==> config.mk <==
export PLATFORM = sky130hd
export DESIGN_NAME = reg_inv_xcvr
export DESIGN_NICKNAME = d
export VERILOG_FILES = /design/src/rtl/xcvr_pkg.sv /design/src/rtl/xcvr_edge_sync.sv /design/src/rtl/xcvr_capture_reg.sv /design/src/rtl/xcvr_drive_path.sv /design/src/rtl/reg_inv_xcvr.sv
export SDC_FILE = /design/constraint.sdc
export NUM_CORES = 1
export LEC_CHECK = 0
export ABC_AREA = 0
export ABC_CLOCK_PERIOD_IN_PS = 1200
export CORE_UTILIZATION = 41
export DETAILED_ROUTE_END_ITERATION = 8
export GPL_TIMING_DRIVEN = 1
export PLACE_DENSITY = 0.91
export RECOVER_POWER = 25
export SETUP_SLACK_MARGIN = 0.05
export SYNTH_ARGS = -nofsm -noshare
export SYNTH_HDL_FRONTEND = slang
export SYNTH_HIERARCHICAL = 1
export SYNTH_SLANG_ARGS = --single-unit
==> constraint.sdc <==
create_clock -name clk -period 1.2 [get_ports clk]
set_input_delay 0.24 -clock clk [delete_from_list [all_inputs] [get_ports clk]]
set_output_delay 0.24 -clock clk [all_outputs]
set_load 0.1 [all_outputs]
==> src/rtl/xcvr_pkg.sv <==
// Package: shared types for the registered inverting transceiver.
package xcvr_pkg;
    // Which bus, if either, is currently driven.
    typedef struct packed {
        logic drive_a;
        logic drive_b;
    } bus_drive_t;

    // Decode the enable and direction controls into a drive selection.
    function automatic bus_drive_t decode_drive(input logic en_n, input logic dir);
        bus_drive_t d;
        d.drive_a = ~en_n & ~dir;
        d.drive_b = ~en_n &  dir;
        return d;
    endfunction
endpackage

==> src/rtl/xcvr_edge_sync.sv <==
// Module: xcvr_edge_sync
// Brings an asynchronous strobe into the clk domain through a chain of
// SYNC_STAGES flops and flags one cycle per detected rising edge.
// Assumes the strobe stays high and low long enough to be sampled.
module xcvr_edge_sync #(
    parameter int SYNC_STAGES = 2
) (
    input  logic clk,
    input  logic rst_n,
    input  logic strobe,
    output logic rise
);
    localparam int CHAIN = SYNC_STAGES + 1;

    logic [CHAIN-1:0] chain_q;

    // Shift the strobe through the synchroniser plus one history flop.
    always_ff @(posedge clk) begin
        if (!rst_n) chain_q <= '0;
        else        chain_q <= {chain_q[CHAIN-2:0], strobe};
    end

    // A rising edge shows as new-high, previous-low at the synchronised end.
    always_comb rise = chain_q[CHAIN-2] & ~chain_q[CHAIN-1];
endmodule

==> src/rtl/xcvr_capture_reg.sv <==
// Module: xcvr_capture_reg
// Word-wide store loaded when the load flag is set; cleared by reset.
// Assumes the load flag is already in the clk domain.
module xcvr_capture_reg #(
    parameter int W = 8
) (
    input  logic         clk,
    input  logic         rst_n,
    input  logic         load,
    input  logic [W-1:0] d,
    output logic [W-1:0] q
);
    // Hold the last loaded word.
    always_ff @(posedge clk) begin
        if (!rst_n)    q <= '0;
        else if (load) q <= d;
    end
endmodule

==> src/rtl/xcvr_drive_path.sv <==
// Module: xcvr_drive_path
// Output stage for one direction. It picks the live or stored word, inverts
// it and produces the data and per-bit enable. Purely combinational.
// Data reads zero while the path is disabled.
module xcvr_drive_path #(
    parameter int W = 8
) (
    input  logic         enable,
    input  logic         use_store,
    input  logic [W-1:0] live,
    input  logic [W-1:0] stored,
    output logic [W-1:0] data,
    output logic [W-1:0] oe
);
    logic [W-1:0] source;

    // Select the source word and invert it while enabled.
    always_comb begin
        source = use_store ? stored : live;
        data   = enable ? ~source : '0;
        oe     = {W{enable}};
    end
endmodule

==> src/rtl/reg_inv_xcvr.sv <==
// Module: reg_inv_xcvr (top)
// Registered inverting transceiver between buses A and B. Each direction has
// its own synchronised capture strobe and store. The enable, direction and
// select inputs act combinationally on the outputs. The strobes are
// asynchronous; the bus data must be stable while a strobe edge is in flight.
module reg_inv_xcvr
    import xcvr_pkg::*;
#(
    parameter int W           = 8,
    parameter int SYNC_STAGES = 2
) (
    input  logic         clk,
    input  logic         rst_n,
    input  logic         stb_ab,
    input  logic         stb_ba,
    input  logic         src_ab,
    input  logic         src_ba,
    input  logic         dir,
    input  logic         en_n,
    input  logic [W-1:0] a_in,
    output logic [W-1:0] a_out,
    output logic [W-1:0] a_oe,
    input  logic [W-1:0] b_in,
    output logic [W-1:0] b_out,
    output logic [W-1:0] b_oe
);
    localparam int NDIR = 2;   // index 0: A to B, index 1: B to A

    logic       [NDIR-1:0] strobe_v, cap_v, sel_v, en_v;
    logic [NDIR-1:0][W-1:0] live_v, store_v, data_v, oe_v;
    bus_drive_t            drv;
    logic                  cap_a, cap_b;
    logic [W-1:0]          store_a, store_b;

    // Decode which side is driven from enable and direction.
    always_comb drv = decode_drive(en_n, dir);

    // Gather per-direction inputs: direction 0 feeds bus B, 1 feeds bus A.
    always_comb begin
        strobe_v = {stb_ba, stb_ab};
        sel_v    = {src_ba, src_ab};
        en_v     = {drv.drive_a, drv.drive_b};
        live_v   = {b_in, a_in};
    end

    generate
        for (genvar g = 0; g < NDIR; g++) begin : g_dir
            xcvr_edge_sync #(.SYNC_STAGES(SYNC_STAGES)) u_sync (
                .clk(clk), .rst_n(rst_n), .strobe(strobe_v[g]), .rise(cap_v[g])
            );
            xcvr_capture_reg #(.W(W)) u_store (
                .clk(clk), .rst_n(rst_n), .load(cap_v[g]),
                .d(live_v[g]), .q(store_v[g])
            );
            xcvr_drive_path #(.W(W)) u_path (
                .enable(en_v[g]), .use_store(sel_v[g]), .live(live_v[g]),
                .stored(store_v[g]), .data(data_v[g]), .oe(oe_v[g])
            );
        end
    endgenerate

    // Route the path outputs to the bus ports and name the stores.
    always_comb begin
        b_out   = data_v[0];
        b_oe    = oe_v[0];
        a_out   = data_v[1];
        a_oe    = oe_v[1];
        cap_a   = cap_v[0];
        cap_b   = cap_v[1];
        store_a = store_v[0];
        store_b = store_v[1];
    end
endmodule

Word-level counts from Yosys, hierarchy flattened
Index checks and enable logic that the tools add are counted.

Logic and storage cells: 18. Register bits after elaboration: 22. Input port bits: 24. Output and inout bits: 32.

Bitwise logic cells: 10. Muxes and demuxes: 4.

Operator list (number): $mux 8 (4); $not 8->8 (2); $and 1x1->1 (4); $not 1->1 (4).

Depth between registers and ports, before layout
Depth after elaboration: 3. Gate-level depth with buffers: 4. Depth with buffers taken out: 3.

By module
Netlist, hierarchy kept.

By module, submodules not included: xcvr_capture_reg (times used 2, area an instance 301.5 um^2, seq. area each 160.2 um^2, cells an instance 25); xcvr_drive_path (times used 2, area an instance 201.4 um^2, seq. area each 0.0 um^2, cells an instance 25); xcvr_edge_sync (times used 2, area an instance 92.6 um^2, seq. area each 60.1 um^2, cells an instance 7); reg_inv_xcvr (times used 1, area an instance 12.5 um^2, seq. area each 0.0 um^2, cells an instance 2).

Least setup slack after synthesis
Ideal clock, no wire load.

Kind: in2out. Start point: in en_n. End point: out a_out[0]. Stages on the path: 2. Data arrival time: 1.532 ns. Buffers on the path: 0. Required time: 0.960 ns. Path slack: -0.572 ns. Path through: nor2_1 -> and2_1.

Longest elaborated chain between the ends: 3.

Ends and longest elaborated chain: from (decl) (line reg_inv_xcvr.sv:19) `input logic en_n,`; $not 1->1 (line xcvr_pkg.sv:12) `d.drive_a = ~en_n & ~dir;`; $and 1x1->1 (line xcvr_pkg.sv:12); $mux 8 (line xcvr_drive_path.sv:20) `data = enable ? ~source : '0;`; to (decl) (line reg_inv_xcvr.sv:21) `output logic [W-1:0] a_out,`.

Every way passes these cells.

Final worst setup path
Start point: reg g_dir[0].u_store.q[5]. End point: out b_out[5].

Longest elaborated chain between the ends: 3.

Ends and longest elaborated chain: from (decl) (line xcvr_capture_reg.sv:11) `output logic [W-1:0] q`; from (signal assigned) (line xcvr_capture_reg.sv:15) `if (!rst_n) q <= '0;`; from (signal assigned) (line xcvr_capture_reg.sv:16) `else if (load) q <= d;`; $mux 8 (line xcvr_drive_path.sv:19) `source = use_store ? stored : live;`; $not 8->8 (line xcvr_drive_path.sv:20); $mux 8 (line xcvr_drive_path.sv:20); to (decl) (line reg_inv_xcvr.sv:24) `output logic [W-1:0] b_out,`.

Every way passes these cells.

==> impl_metrics.ini <==
[worst_setup_path]
top_cell_family_by_delay_on_the_critical_path = flip-flops
critPathKind = reg2out
crit_buf_inv = 1
end_kind = primary output
critical-path-slowest-cell = sky130_fd_sc_hd__dfxtp_2
critical_path.startpoint_type = flip-flop
critical_path.cell_chain = mux2i_1 -> and2_4 -> buf_12
path_max_fanout = 2
cp.arrival_ns = 1.19
slowest_delay_ns = 0.35
critical_path_rt_ns = 0.96

[place]
hpwl_um = 2250
port_buffers = 55
rd_place_congestion = 0.755

[clock_network]
cts_max_level = 1
root_buffer_master = sky130_fd_sc_hd__clkbuf_4
numCtsBuffers = 3
clk_pin_slew_ns = 0.11
max-clock-path-buffers = 2
cts_hold_buffers_added = 0
clock-sinks = 22
clkLatencyLatePin_ns = 0.30
cts_tree = yes

[timing]
final_hold_viol_count = 0
whs_ns = 0.352
max_clock_freq_mhz = 701
slew_violations = 0
finalWorstSetupSlack_ns = -0.227
clock-skew-final_ns = 0.00212
worst_slew_pin_slew_ns = 0.344
unrepaired_setup_endpoints_after_global_routing = true
report.final.setup_viol = 16
period_utilization_post_route_pct = 119
fin_crit_ns = 1.43
timing.slew.headroom_pct = 77.0

[power_and_ir_drop]
power.ir.vdd_worst_mv = 0.716
leakagePower_nw = 0.957
cellInternalPower_mw = 1.30
power_density_nw_per_um2 = 949
power.share.sequential_pct = 36.2
p_comb_share_pct = 48.5
netSwitchingPower_mw = 0.826
switching_share_pct = 38.8
clkPwrFrac_pct = 15.3

[synth]
ranking_of_synthesized_cells_by_area = sky130_fd_sc_hd__dfxtp_1 (37%), sky130_fd_sc_hd__mux2i_1 (27%), sky130_fd_sc_hd__and2_1 (11%)
yosysTopAreaCell = sky130_fd_sc_hd__dfxtp_1
post_synth_instance_area_um2 = 1200
syn_avg_cell_area_um2 = 10.4
yosysTopAreaCellShare_pct = 36.6
ys_warn_count = 6
yosysSeqAreaShare_pct = 36.6
syn_inst = 116
post_synth_num_cell_types = 9
synth.ff_latch_count = 22
synth_fp_nets = 140

[grt]
grt.total_usage_pct = 20.5
antenna_found_initial = 0
grt_first_pass_wirelength_um = 4970
vias_in_the_first_global_route = 1060
grt_remaining_overflow = 0
maximum_number_of_pins_on_one_net_before_global_route_repair = 23

[final_layout]
post_route_cells_drive_above_1_share_pct = 49.4
total_number_of_nets_in_the_final_design = 194
area_growth_syn_to_layout_pct = 86.6
postLayoutCoreUtil_pct = 81.4
fillerInstances = 142
diodes = 0

[route]
routed-via-count = 999
wl_um = 3240
viasPerCell = 5.02
wl_per_cell_um = 16.3
detailedRoute.firstPassIterationCount = 2
final_antenna_net_count = 0
detailed_router_s_first_iteration_violation_count = 8
drcViolationCount = 0

[die]
die_footprint_um2 = 3160
chipWidth_um = 56.2
start_util_pct = 43.6
floorplan.io_pins = 56
design.core.area_um2 = 2760
floorplan.die.height_um = 56.2
fp-row-count = 19

[run]
cap_viol_max_count = 0

[outcome]
status = finished with violations
violations_in_the_final_reports = negative setup slack

[min_path]
hold_path.class = in2reg
-- timing repair --
action | in CTS | in global routing
endpoints found under the setup margin | 32 | 38
resized for setup | 41 | 9
setup buffers | 5 | 3
endpoints found under the hold margin | 0 | 0
gates cloned | 1 | 0
pin swaps | 7 | 4
-- tightest hold or removal path, cell delays in order --
cell and delay (ns):
sky130_fd_sc_hd__dlygate4sd2_1 0.21, sky130_fd_sc_hd__mux2i_1 0.07, sky130_fd_sc_hd__nor2b_1 0.10
-- cell families after synthesis --
kind of cell	after synthesis	share of synthesized area (%)
muxes	32	26.6
buffers and inverters	20	13.7
DFF	22	36.6
and+or+nand+nor	42	23.1
-- synthesized netlist by cell type --
master and n:
sky130_fd_sc_hd__and2_1 22, sky130_fd_sc_hd__buf_4 16, sky130_fd_sc_hd__buf_6 4, sky130_fd_sc_hd__dfxtp_1 22, sky130_fd_sc_hd__mux2i_1 32, sky130_fd_sc_hd__nor2_1 1
sky130_fd_sc_hd__nor2b_1 16, sky130_fd_sc_hd__nor2b_2 1, sky130_fd_sc_hd__nor2b_4 2
-- through the flow --
stage          setup TNS [ns]  total power, mW  area (um2)  instances  setup slack, ns
2_1_floorplan               0             1.42        1260        116           0.0721
3_3_place_gp           -13.88             1.77        2100        187           -0.487
3_5_place_dp           -14.40             1.79        2100        187           -0.508
4_1_cts                 -2.70             2.12        2190        196           -0.189
5_1_grt                 -3.54             2.20        2250        199           -0.269
6_report                -2.72             2.13        2250        199           -0.227
-- placed cells by master (no fill, tap or decap), types with 3 or more instances in the layout --
cell type and count:
sky130_fd_sc_hd__nor2b_4 3, sky130_fd_sc_hd__nor2b_1 16, sky130_fd_sc_hd__and2_1 4, sky130_fd_sc_hd__clkbuf_4 3, sky130_fd_sc_hd__dfxtp_1 12, sky130_fd_sc_hd__dfxtp_2 10, sky130_fd_sc_hd__dlygate4sd2_1 16, sky130_fd_sc_hd__buf_4 4
sky130_fd_sc_hd__buf_12 36, sky130_fd_sc_hd__and2_4 16, sky130_fd_sc_hd__buf_16 3, sky130_fd_sc_hd__mux2i_1 32
-- flip-flops by register name (all words and copies together), names as in the netlist --
register              cells
g_dir.u_sync/chain_q      6
g_dir.u_store/q          16
-- power groups by stage --
stage          logic (mW)  clock network (mW)  registers (mW)
2_1_floorplan       0.639                   0           0.782
3_3_place_gp        0.989                   0           0.783
3_5_place_dp         1.01                   0           0.785
4_1_cts              1.02               0.331           0.769
5_1_grt              1.06               0.366           0.774
6_report             1.03               0.326           0.771
-- metal layers --
layer | vias to the layer above | global-route usage [%] | part of all wire (%)
met3 | 13 | 2.09 | 2.4
met5 | - | 0 | 0
met1 | 473 | 21.2 | 40
li1 | 476 | - | -
met4 | 0 | 12.2 | 3.5
met2 | 37 | 39.3 | 54
-- final cells by class --
class / instances / area (um2) / area share (%)
clock buffer: 3 / 22.5 / 1.00
multi-input combinational: 75 / 659 / 29.4
timing repair buffer: 68 / 1070 / 47.7
tap: 31 / 38.8 / 1.73
sequential: 22 / 453 / 20.2
-- path summary, 6_finish.rpt --
check	from	end	slack, ns	cells past startpoint
max	g_dir[0].u_store/q[5]	b_out[5]	-0.23	3
min	b_in[3]	g_dir[1].u_store/q[3]	0.35	3
max reg2reg	g_dir[1].u_sync/chain_q[1]	g_dir[1].u_store/q[1]	0.12	4
min reg2reg	g_dir[0].u_sync/chain_q[0]	g_dir[0].u_sync/chain_q[1]	0.45	1
Note: power is estimated with default switching activity, not from simulation.
